===== src/rtl/bxr_pkg.sv =====
package bxr_pkg;

    localparam int unsigned BXR_DEFAULT_W = 18;
    localparam int unsigned BXR_NUM_DIR   = 2;

    // Operation chosen for a storage element at a system clock edge
    typedef enum logic [1:0] {
        BXR_HOLD    = 2'd0,
        BXR_PASS    = 2'd1,
        BXR_CAPTURE = 2'd2
    } bxr_mode_e;

endpackage


===== src/rtl/bxr_mode_sel.sv =====
module bxr_mode_sel
    import bxr_pkg::*;
(
    input  logic      lat_en,
    input  logic      cap_ck,
    input  logic      cap_ck_prev,
    output bxr_mode_e mode
);

    logic ck_rise;

    assign ck_rise = cap_ck & ~cap_ck_prev;

    // Transparency has priority; an edge while transparent loads the same word
    always_comb begin
        if (lat_en) begin
            mode = BXR_PASS;
        end else if (ck_rise) begin
            mode = BXR_CAPTURE;
        end else begin
            mode = BXR_HOLD;
        end
    end

endmodule


===== src/rtl/bxr_store.sv =====
module bxr_store
    import bxr_pkg::*;
#(
    parameter int unsigned W = BXR_DEFAULT_W
) (
    input  logic         clk,
    input  logic         rst_n,
    input  logic         lat_en,
    input  logic         cap_ck,
    input  logic [W-1:0] src,
    output logic [W-1:0] held
);

    typedef struct packed {
        logic [W-1:0] word;
        logic         ck_prev;
    } store_t;

    store_t    st_d;
    store_t    st_q;
    bxr_mode_e mode;

    bxr_mode_sel u_mode (
        .lat_en      (lat_en),
        .cap_ck      (cap_ck),
        .cap_ck_prev (st_q.ck_prev),
        .mode        (mode)
    );

    always_comb begin
        st_d         = st_q;
        st_d.ck_prev = cap_ck;
        case (mode)
            BXR_PASS:    st_d.word = src;
            BXR_CAPTURE: st_d.word = src;
            default:     st_d.word = st_q.word;
        endcase
    end

    always_ff @(posedge clk or negedge rst_n) begin
        if (!rst_n) begin
            st_q.word    <= '0;
            st_q.ck_prev <= 1'b1;
        end else begin
            st_q <= st_d;
        end
    end

    assign held = st_q.word;

endmodule


===== src/rtl/bxr_drive.sv =====
module bxr_drive #(
    parameter int unsigned W          = 18,
    parameter bit          EN_ACT_LOW = 1'b0
) (
    input  logic         lat_en,
    input  logic [W-1:0] src,
    input  logic [W-1:0] held,
    input  logic         en_raw,
    output logic [W-1:0] dout,
    output logic         doe
);

    logic         en;
    logic [W-1:0] sel;

    generate
        if (EN_ACT_LOW) begin : g_low
            assign en = ~en_raw;
        end else begin : g_high
            assign en = en_raw;
        end
    endgenerate

    always_comb begin
        sel  = lat_en ? src : held;
        dout = en ? sel : '0;
        doe  = en;
    end

endmodule


===== src/rtl/bxr_transceiver.sv =====
module bxr_transceiver
    import bxr_pkg::*;
#(
    parameter int unsigned W = BXR_DEFAULT_W
) (
    input  logic         clk,
    input  logic         rst_n,
    input  logic [W-1:0] a_in,
    output logic [W-1:0] a_out,
    output logic         a_oe,
    input  logic [W-1:0] b_in,
    output logic [W-1:0] b_out,
    output logic         b_oe,
    input  logic         lat_en_ab,
    input  logic         cap_ck_ab,
    input  logic         drv_en_ab,
    input  logic         lat_en_ba,
    input  logic         cap_ck_ba,
    input  logic         drv_en_ba_n
);

    localparam int unsigned ND = BXR_NUM_DIR;

    // Index 0 carries A to B, index 1 carries B to A
    logic [W-1:0] src   [ND];
    logic [W-1:0] held  [ND];
    logic [W-1:0] dout  [ND];
    logic         le    [ND];
    logic         ck    [ND];
    logic         en    [ND];
    logic         doe   [ND];

    assign src[0] = a_in;
    assign le[0]  = lat_en_ab;
    assign ck[0]  = cap_ck_ab;
    assign en[0]  = drv_en_ab;
    assign src[1] = b_in;
    assign le[1]  = lat_en_ba;
    assign ck[1]  = cap_ck_ba;
    assign en[1]  = drv_en_ba_n;

    generate
        for (genvar d = 0; d < ND; d++) begin : g_dir
            bxr_store #(.W(W)) u_store (
                .clk    (clk),
                .rst_n  (rst_n),
                .lat_en (le[d]),
                .cap_ck (ck[d]),
                .src    (src[d]),
                .held   (held[d])
            );

            bxr_drive #(.W(W), .EN_ACT_LOW(d == 1)) u_drive (
                .lat_en (le[d]),
                .src    (src[d]),
                .held   (held[d]),
                .en_raw (en[d]),
                .dout   (dout[d]),
                .doe    (doe[d])
            );
        end
    endgenerate

    assign b_out = dout[0];
    assign b_oe  = doe[0];
    assign a_out = dout[1];
    assign a_oe  = doe[1];

endmodule


===== config.mk =====
export PLATFORM = sky130hd
export DESIGN_NAME = bxr_transceiver
export DESIGN_NICKNAME = d
export VERILOG_FILES = /design/src/rtl/bxr_pkg.sv /design/src/rtl/bxr_mode_sel.sv /design/src/rtl/bxr_store.sv /design/src/rtl/bxr_drive.sv /design/src/rtl/bxr_transceiver.sv
export SDC_FILE = /design/constraint.sdc
export NUM_CORES = 1
export LEC_CHECK = 0
export ABC_AREA = 1
export BUFFER_PORTS_ARGS = -buffer_cell sky130_fd_sc_hd__clkbuf_2
export CAP_MARGIN = 20
export CORE_UTILIZATION = 35
export DETAILED_ROUTE_END_ITERATION = 8
export PLACE_DENSITY_LB_ADDON = 0.1
export SYNTH_ARGS = -nofsm -noshare
export SYNTH_HDL_FRONTEND = slang
export SYNTH_SLANG_ARGS = --single-unit
export TNS_END_PERCENT = 20

===== constraint.sdc =====
create_clock -name clk -period 1.5 [get_ports clk]
set_input_delay 0.15 -clock clk [delete_from_list [all_inputs] [get_ports clk]]
set_output_delay 0.15 -clock clk [all_outputs]
set_load 0.02 [all_outputs]

# Word level (Yosys, flattened, before mapping)
# Index checks and enable logic that the tools add are counted.
dict set report word_totals {
  ff_bits 38
  wordCells 23
  input_bits 44
  output_inout_bits 38
}
dict set report classes {
  eq_ne 4
  n_reduce_logical 2
  bitwise 5
  n_mux 8
}
# op count
set op_table {}
lappend op_table {{$mux W18} 4}
lappend op_table {{$mux W2} 4}
lappend op_table {{$eq A2 B1 Y1 const B} 2}
lappend op_table {{$eq A2 B2 Y1 const B} 2}
lappend op_table {{$reduce_or A2 Y1} 2}
lappend op_table {{$not A1 Y1} 3}
lappend op_table {{$and A1 B1 Y1} 2}

# Longest topological paths before layout
# Gate-level depths: netlist (run 1).
dict set report depth {
  depth_word 6
  ltp_mapped 6
  ltp_nobuf 5
}

# Hierarchy
# From an unflattened synthesis (run 1), not the netlist that was laid out.
dict set report unflattened {
  hier_cells 403
  area_unflattened_um2 2751.4
}
# module instances cells_each seq_area_each_um2 area_per_inst_um2
set by_module_without_submodules {}
lappend by_module_without_submodules {bxr_store 2 101 476.7 952.2}
lappend by_module_without_submodules {{bxr_drive at g_dir[0].u_drive} 1 97 0.0 407.9}
lappend by_module_without_submodules {{bxr_drive at g_dir[1].u_drive} 1 96 0.0 396.6}
lappend by_module_without_submodules {bxr_mode_sel 2 4 0.0 21.3}

# Worst setup path after synthesis (run 1)
# OpenSTA, ideal clock, no wires.
dict set report synth_timing {
  path_kind {reg-to-reg}
  from {register g_dir[0].u_store.st_q[0] in the netlist's numbering}
  to {register g_dir[0].u_store.st_q (netlist bit g_dir[0].u_store.held[16])}
  period_less_slack_ps 1067
  setup_ps 116
  arrival_time_ps 950
  path_stages_with_launch 7
  slack_ps 433
  cell_sequence {dfstp_2 -> inv_1 -> nand2_4 -> nand2_8 -> buf_6 -> nand2_1 -> nand2_1}
}
dict set report synth_via {
  elab_chain_len 6
  elab_cells_between_ends 7
}
# item line_no
set synth_rtl {}
lappend synth_rtl {{start: declaration} bxr_store.sv:20} ;# store_t st_q;
lappend synth_rtl {{start signal: assignment} bxr_store.sv:45} ;# st_q <= st_d;
lappend synth_rtl {{$not A1 Y1 (*)} bxr_mode_sel.sv:12} ;# assign ck_rise = cap_ck & ~cap_ck_prev;
lappend synth_rtl {{$and A1 B1 Y1 (*)} bxr_mode_sel.sv:12}
lappend synth_rtl {{$mux W2 (*)} bxr_mode_sel.sv:18} ;# end else if (ck_rise) begin
lappend synth_rtl {{$mux W2 (*)} bxr_mode_sel.sv:16} ;# if (lat_en) begin
lappend synth_rtl {{$eq A2 B1 Y1 / $eq A2 B2 Y1 (equally long branches)} bxr_store.sv:33} ;# case (mode)
lappend synth_rtl {{$reduce_or A2 Y1 (no line) (*)} n/a}
# Every way passes the cells marked *; elsewhere a longest branch is shown, timed or not.
# A chain may end at the register's enable or synchronous reset.

# Final worst setup path (run 1)
dict set report layout_timing {
  from {input port lat_en_ba}
  to {output port a_out[8]}
}
dict set report layout_via {
  elab_chain_len 2
}
# item line_no
set layout_rtl {}
lappend layout_rtl {{start: declaration} bxr_transceiver.sv:17} ;# input logic lat_en_ba,
lappend layout_rtl {{$mux W18} bxr_drive.sv:25} ;# sel = lat_en ? src : held;
lappend layout_rtl {{$mux W18} bxr_drive.sv:26} ;# dout = en ? sel : '0;
lappend layout_rtl {{end: declaration} bxr_transceiver.sv:9} ;# output logic [W-1:0] a_out,
# Every way passes these cells.

==> flow_summary.json, run 1 <==
{
  "final_cell_mix": "81 x clkbuf_2, 72 x nor2_1, 72 x nand2_1, 36 x nand3_1, 36 x dfrtp_1",
  "num_io_pins": 82,
  "antenna_found_initial": 0,
  "cts_inserted_buffers": 5,
  "worst_pin_slew_ns": 0.492,
  "root_buffer": "clkbuf_8",
  "path_buf_inv": 3,
  "antenna_left": 0,
  "finalSetupViolations": 0,
  "cts_setup_buffers": 0,
  "min_period_over_period_pct": 83.0,
  "cts.path.max_buffers": 2,
  "required_ns": 1.35,
  "post-place-cells": 421,
  "power_density_nw_per_um2": 949,
  "busiest_layer": "met2",
  "drt-initial-drc-count": 133,
  "fin_crit_ns": 1.25,
  "r2r_cells": 5,
  "syn_area_sq_um": 2110,
  "slowest_delay_ns": 0.29,
  "crit_type": "input pin to output port",
  "skew_ns": 0.00446,
  "track_usage_pct": 17.5,
  "die_area_sq_um": 6350,
  "end_kind": "output port",
  "r2r-start": "g_dir[1].u_store.st_q[0]",
  "ir_worst_vdd_mv": 0.488,
  "fin_nets": 403,
  "postSynthCellCount": 280,
  "hold_depth": 3,
  "die_h_um": 79.7,
  "intPower_uw": 1690,
  "finalWirelength_um": 5180,
  "yosys_register_bits": 38,
  "power_leakage_uw": 0.00144,
  "yosysWarnings": 0,
  "drc": 0,
  "start_util_pct": 37.2,
  "netSwitchingFraction_pct": 31.4,
  "use_met2_pct": 26.9,
  "ys_seq_area_share_pct": 45.1,
  "first_pass_iters": 4,
  "hold_path_class": "input pin to flop",
  "clk_latency_ns": 0.29,
  "grt_pass1_vias": 1860,
  "critPathArrivalTime_ns": 1.10,
  "hpwl_um": 3430,
  "slew_viol_final": 0,
  "min_from": "a_in[0]",
  "worstPathMaxFanout": 37,
  "grt_overflow": 0,
  "gp_congestion": 0.735,
  "drive_above_1_share_pct": 28.1,
  "synthesis.nets": 324,
  "clk_pin_slew_ns": 0.07,
  "max_freq_mhz": 803,
  "power.share.clock_pct": 29.4,
  "grt_max_degree": 39,
  "grt_pass1_wl_um": 8580,
  "globalRouteMet3Util_pct": 3.54,
  "cts_max_level": 2,
  "fp.coreArea_sq_um": 5680,
  "final_common_cell": "clkbuf_2",
  "drv_cap": 0,
  "die_x_um": 79.7,
  "wl_per_cell_um": 12.0,
  "pwr-share-comb_pct": 23.4,
  "cts_tree": "yes",
  "finalNonFillerCells": 432,
  "io_buffers": 81,
  "cp_slowest_cell": "inv_8",
  "vias": 2044,
  "worst_r2r_endpoint": "g_dir[1].u_store.held[11]",
  "area_delta_synth_final_pct": 23.3,
  "ff2ff_setup_slack_ns": 0.36,
  "rows": 27,
  "viasPerCell": 4.73,
  "power.switching_uw": 777,
  "grt_use_met1_pct": 23.9,
  "antenna_cells": 0,
  "seq_power_share_pct": 47.2,
  "slew_headroom_pct": 67.2,
  "crit_family": "buffers and inverters",
  "worstPathCellList": "clkbuf_2 -> inv_8 -> nor2_1 -> nor2_1 -> clkbuf_2",
  "post_synth_num_cell_types": 15,
  "cp-start-kind": "input pin",
  "cts.sinks": 38,
  "tns_ns": 0,
  "status": "finished clean",
  "rsz0062_at_grt": "false",
  "min_to": "g_dir[0].u_store.held[0]",
  "finalHoldViolCount": 0,
  "avgSynthCellArea_sq_um": 7.55
}
[worst register-to-register path, stage by stage, from the launching register on]
cell and delay, ns:
dfstp_2 0.52, inv_1 0.05, nand2_4 0.16, buf_4 0.20, nand3_1 0.07, nand2_1 0.08
[cell families after synthesis]
logic type / after synthesis / share of synthesized area, %
DFF: 38 / 45.1
and+or+nand+nor: 184 / 37.1
AOI/OAI and AO/OA: 36 / 8.53
buffers and inverters: 22 / 9.30
[routing by layer]
metal,up-vias,wire (um)
met4,0,44
met5,-,0
met1,932,2440
met3,4,259
met2,54,2430
li1,1054,-
[flip-flops by register name (all words and copies together), names as in the netlist]
signal              flops
g_dir.u_store.held     36
g_dir.u_store.st_q      2
[repair_timing]
item / CTS / global route
hold endpoints to repair: 38 / 0
gates resized for setup: 0 / 0
hold buffers: 3 / 0
[how the worst max path moves through the flow]
| stage | startpoint | endpoint | cells past startpoint |
|---|---|---|---|
| after detailed placement | lat_en_ba | a_out[9] | 5 |
| after global routing | g_dir[0].u_store.held[16] | b_out[16] | 3 |
| final | lat_en_ba | a_out[8] | 5 |
| after CTS | g_dir[1].u_store.held[13] | a_out[13] | 3 |
| after floorplan | g_dir[0].u_store.st_q[0] | g_dir[0].u_store.held[16] | 6 |
| after global placement | lat_en_ba | a_out[9] | 5 |
[power groups by stage]
stage               clock network, uW  logic, uW  registers (uW)
floorplan                           0        393            1180
global placement                    0        578            1180
detailed placement                  0        582            1190
CTS                               762        590            1170
global route                      801        654            1180
finish                            727        580            1170
[Yosys cell counts]
master | number | area [sq um]
nand2_8 | 2 | 40.0
clkbuf_2 | 1 | 5.00
buf_4 | 5 | 37.5
o21ai_0 | 32 | 160
inv_1 | 3 | 11.3
dfrtp_1 | 36 | 901
nand2_1 | 72 | 270
clkbuf_4 | 1 | 7.51
buf_6 | 10 | 113
o21ai_1 | 4 | 20.0
nand2_4 | 2 | 22.5
inv_8 | 2 | 22.5
nor2_1 | 72 | 270
nand3_1 | 36 | 180
dfstp_2 | 2 | 52.6
[cell type report]
| class | instances | area (sq um) |
|---|---|---|
| multi-input combinational | 220 | 963 |
| clock inverter | 1 | 5.00 |
| fill | 597 | 3070 |
| tap | 72 | 90.1 |
| inverter | 5 | 33.8 |
| clock buffer | 7 | 86.3 |
| sequential | 38 | 953 |
| timing repair buffer | 89 | 473 |
[stage by stage]
step	power, uW	util [%]	setup WS (ns)	hold WS (ns)	area, sq um
after CTS	2520	45.9	0.250	0.0593	2610
after detailed placement	1770	43.8	0.254	0.240	2480
final	2470	45.9	0.255	0.0690	2610
after floorplan	1570	-	0.433	-0.146	2110
after global placement	1760	43.8	0.256	0.240	2480
after global routing	2630	45.9	0.145	0.0694	2610
(Power assumes the default switching activity.)
==> run 2, diff against run 1 <==
Clock period 1.5 ns to 1.2 ns, I/O delays scaled along.
==> run 2 against run 1 <==
Effect of this change: final area up 4.0%; flip-flop and latch count stayed put; critical endpoint is now b_out[12]; global-route usage hardly changed.
==> flow_summary.json, run 2 (synthesis results as in run 1) <==
{
  "status": "finished clean",
  "hpwl_um": 3570,
  "p_total_uw": 3150,
  "finalWirelength_um": 5240,
  "fp.coreArea_sq_um": 5680,
  "ir_worst_vdd_mv": 0.486,
  "crit_start": "g_dir[0].u_store.held[12]",
  "post-place-cells": 426,
  "worst_hold_slack_ns": 0.0407,
  "min_period_over_period_pct": 97.7,
  "place_area_sq_um": 2580,
  "fin_area_sq_um": 2710,
  "crit_family": "flip-flops",
  "end_kind": "output port",
  "drive_above_1_share_pct": 29.3,
  "die_x_um": 79.7,
  "final_common_cell": "clkbuf_2",
  "cts_inserted_buffers": 5,
  "slew_headroom_pct": 76.2,
  "final_cell_mix": "78 x clkbuf_2, 72 x nor2_1, 72 x nand2_1, 36 x nand3_1, 36 x dfrtp_1",
  "grt_max_degree": 39,
  "wl_per_cell_um": 12.0,
  "drc": 0,
  "setup_slack_ns": 0.0281,
  "required_ns": 1.08,
  "gp_congestion": 0.720,
  "worstPathCellList": "o21ai_0 -> nor2_1 -> buf_2",
  "cts_tree": "yes",
  "power_leakage_uw": 0.00149,
  "finalNonFillerCells": 437,
  "grt_pass1_wl_um": 8600,
  "worst_pin_slew_ns": 0.357,
  "drv_cap": 0,
  "clk_pin_slew_ns": 0.08,
  "cts.sinks": 38,
  "skew_ns": 0.00769,
  "slowest_delay_ns": 0.40,
  "critPathArrivalTime_ns": 1.05,
  "clk_latency_ns": 0.29,
  "r2r-start": "g_dir[1].u_store.st_q[0]",
  "pre_cts_ws_ns": 0.118,
  "root_buffer": "clkbuf_8",
  "worstPathMaxFanout": 2,
  "largest_register_ffs": 36,
  "drt-initial-drc-count": 124,
  "finalHoldViolCount": 0,
  "hold_path_class": "input pin to flop",
  "rsz0062_at_grt": "true",
  "slew_viol_final": 0,
  "fin_crit_ns": 1.17,
  "grt_overflow": 0,
  "cp_slowest_cell": "dfrtp_1",
  "min_from": "b_in[3]",
  "first_pass_iters": 4,
  "nFillCells": 583,
  "vias": 2072,
  "ff2ff_setup_slack_ns": 0.11,
  "power_density_nw_per_um2": 1160,
  "area_delta_synth_final_pct": 28.2,
  "finalSetupViolations": 0,
  "antenna_found_initial": 0,
  "cp-start-kind": "flop",
  "die_h_um": 79.7,
  "viasPerCell": 4.74,
  "cts.path.max_buffers": 2,
  "start_util_pct": 37.2,
  "io_buffers": 81,
  "max_freq_mhz": 853,
  "die_area_sq_um": 6350,
  "crit_type": "flop to output port",
  "antenna_left": 0,
  "fin_nets": 408,
  "path_buf_inv": 1,
  "antenna_cells": 0,
  "cts_max_level": 2,
  "grt_pass1_vias": 1879,
  "num_io_pins": 82,
  "track_usage_pct": 17.4,
  "rows": 27
}
run 2: cell types whose count changed in the layout (fill, tap and decap cells not counted), moves of 3 or more:
cell,change
o21ai_0,-19
o21ai_1,+19
buf_12,+5
buf_2,+3
clkbuf_2,-3
run 2: final timing paths:
path,endpoint,cells past startpoint
min reg2reg,g_dir[1].u_store.held[1],2
min,g_dir[1].u_store.held[3],3
max,b_out[12],3
max reg2reg,g_dir[1].u_store.held[5],5
min in group asynchronous,g_dir[1].u_store.held[16],3
max in group asynchronous,g_dir[1].u_store.st_q[0],3
run 2: through the flow:
stage | utilization (%) | TNS (ns)
2_1_floorplan | - | 0
3_3_place_gp | 45.5 | 0
3_5_place_dp | 45.5 | 0
4_1_cts | 47.7 | 0
5_1_grt | 47.7 | -0.101
6_report | 47.7 | 0
run 2: final cells by class:
type                            count  area (sq um)  share of cell area (%)
Sequential cell                    38           953                    35.2
Timing Repair Buffer               94           573                    21.2
Clock buffer                        6          82.6                    3.05
Multi-Input combinational cell    220           963                    35.6
Tap cell                           72          90.1                    3.33
Inverter                            5          33.8                    1.25
Clock inverter                      2          12.5                   0.462
run 2: repair_timing:
item / CTS / global route
resized for setup: 2 / 20
hold buffers: 3 / 0
endpoints found under the hold margin: 38 / 0
buffers inserted: 0 / 0
endpoints found under the setup margin: 2 / 24
run 2: worst register-to-register path: cells and delay by family, from the launching register on:
| kind | cells | cell delay (ns) |
|---|---|---|
| AND/OR/NAND/NOR | 3 | 0.26 |
| buffers and inverters | 2 | 0.23 |
| flip-flops | 1 | 0.52 |
run 2: report_power, final:
| part | switching (uW) | internal, uW |
|---|---|---|
| logic | 481 | 289 |
| clock network | 454 | 462 |
| registers | 62.3 | 1400 |
| total | 997 | 2150 |
run 2: layer usage:
| layer | track usage, % | vias to the layer above | wire, um |
|---|---|---|---|
| met5 | 0 | - | 0 |
| met4 | 7.09 | 0 | 80 |
| met3 | 2.40 | 7 | 175 |
| met2 | 27.9 | 54 | 2410 |
| met1 | 23.6 | 939 | 2570 |
| li1 | - | 1072 | - |
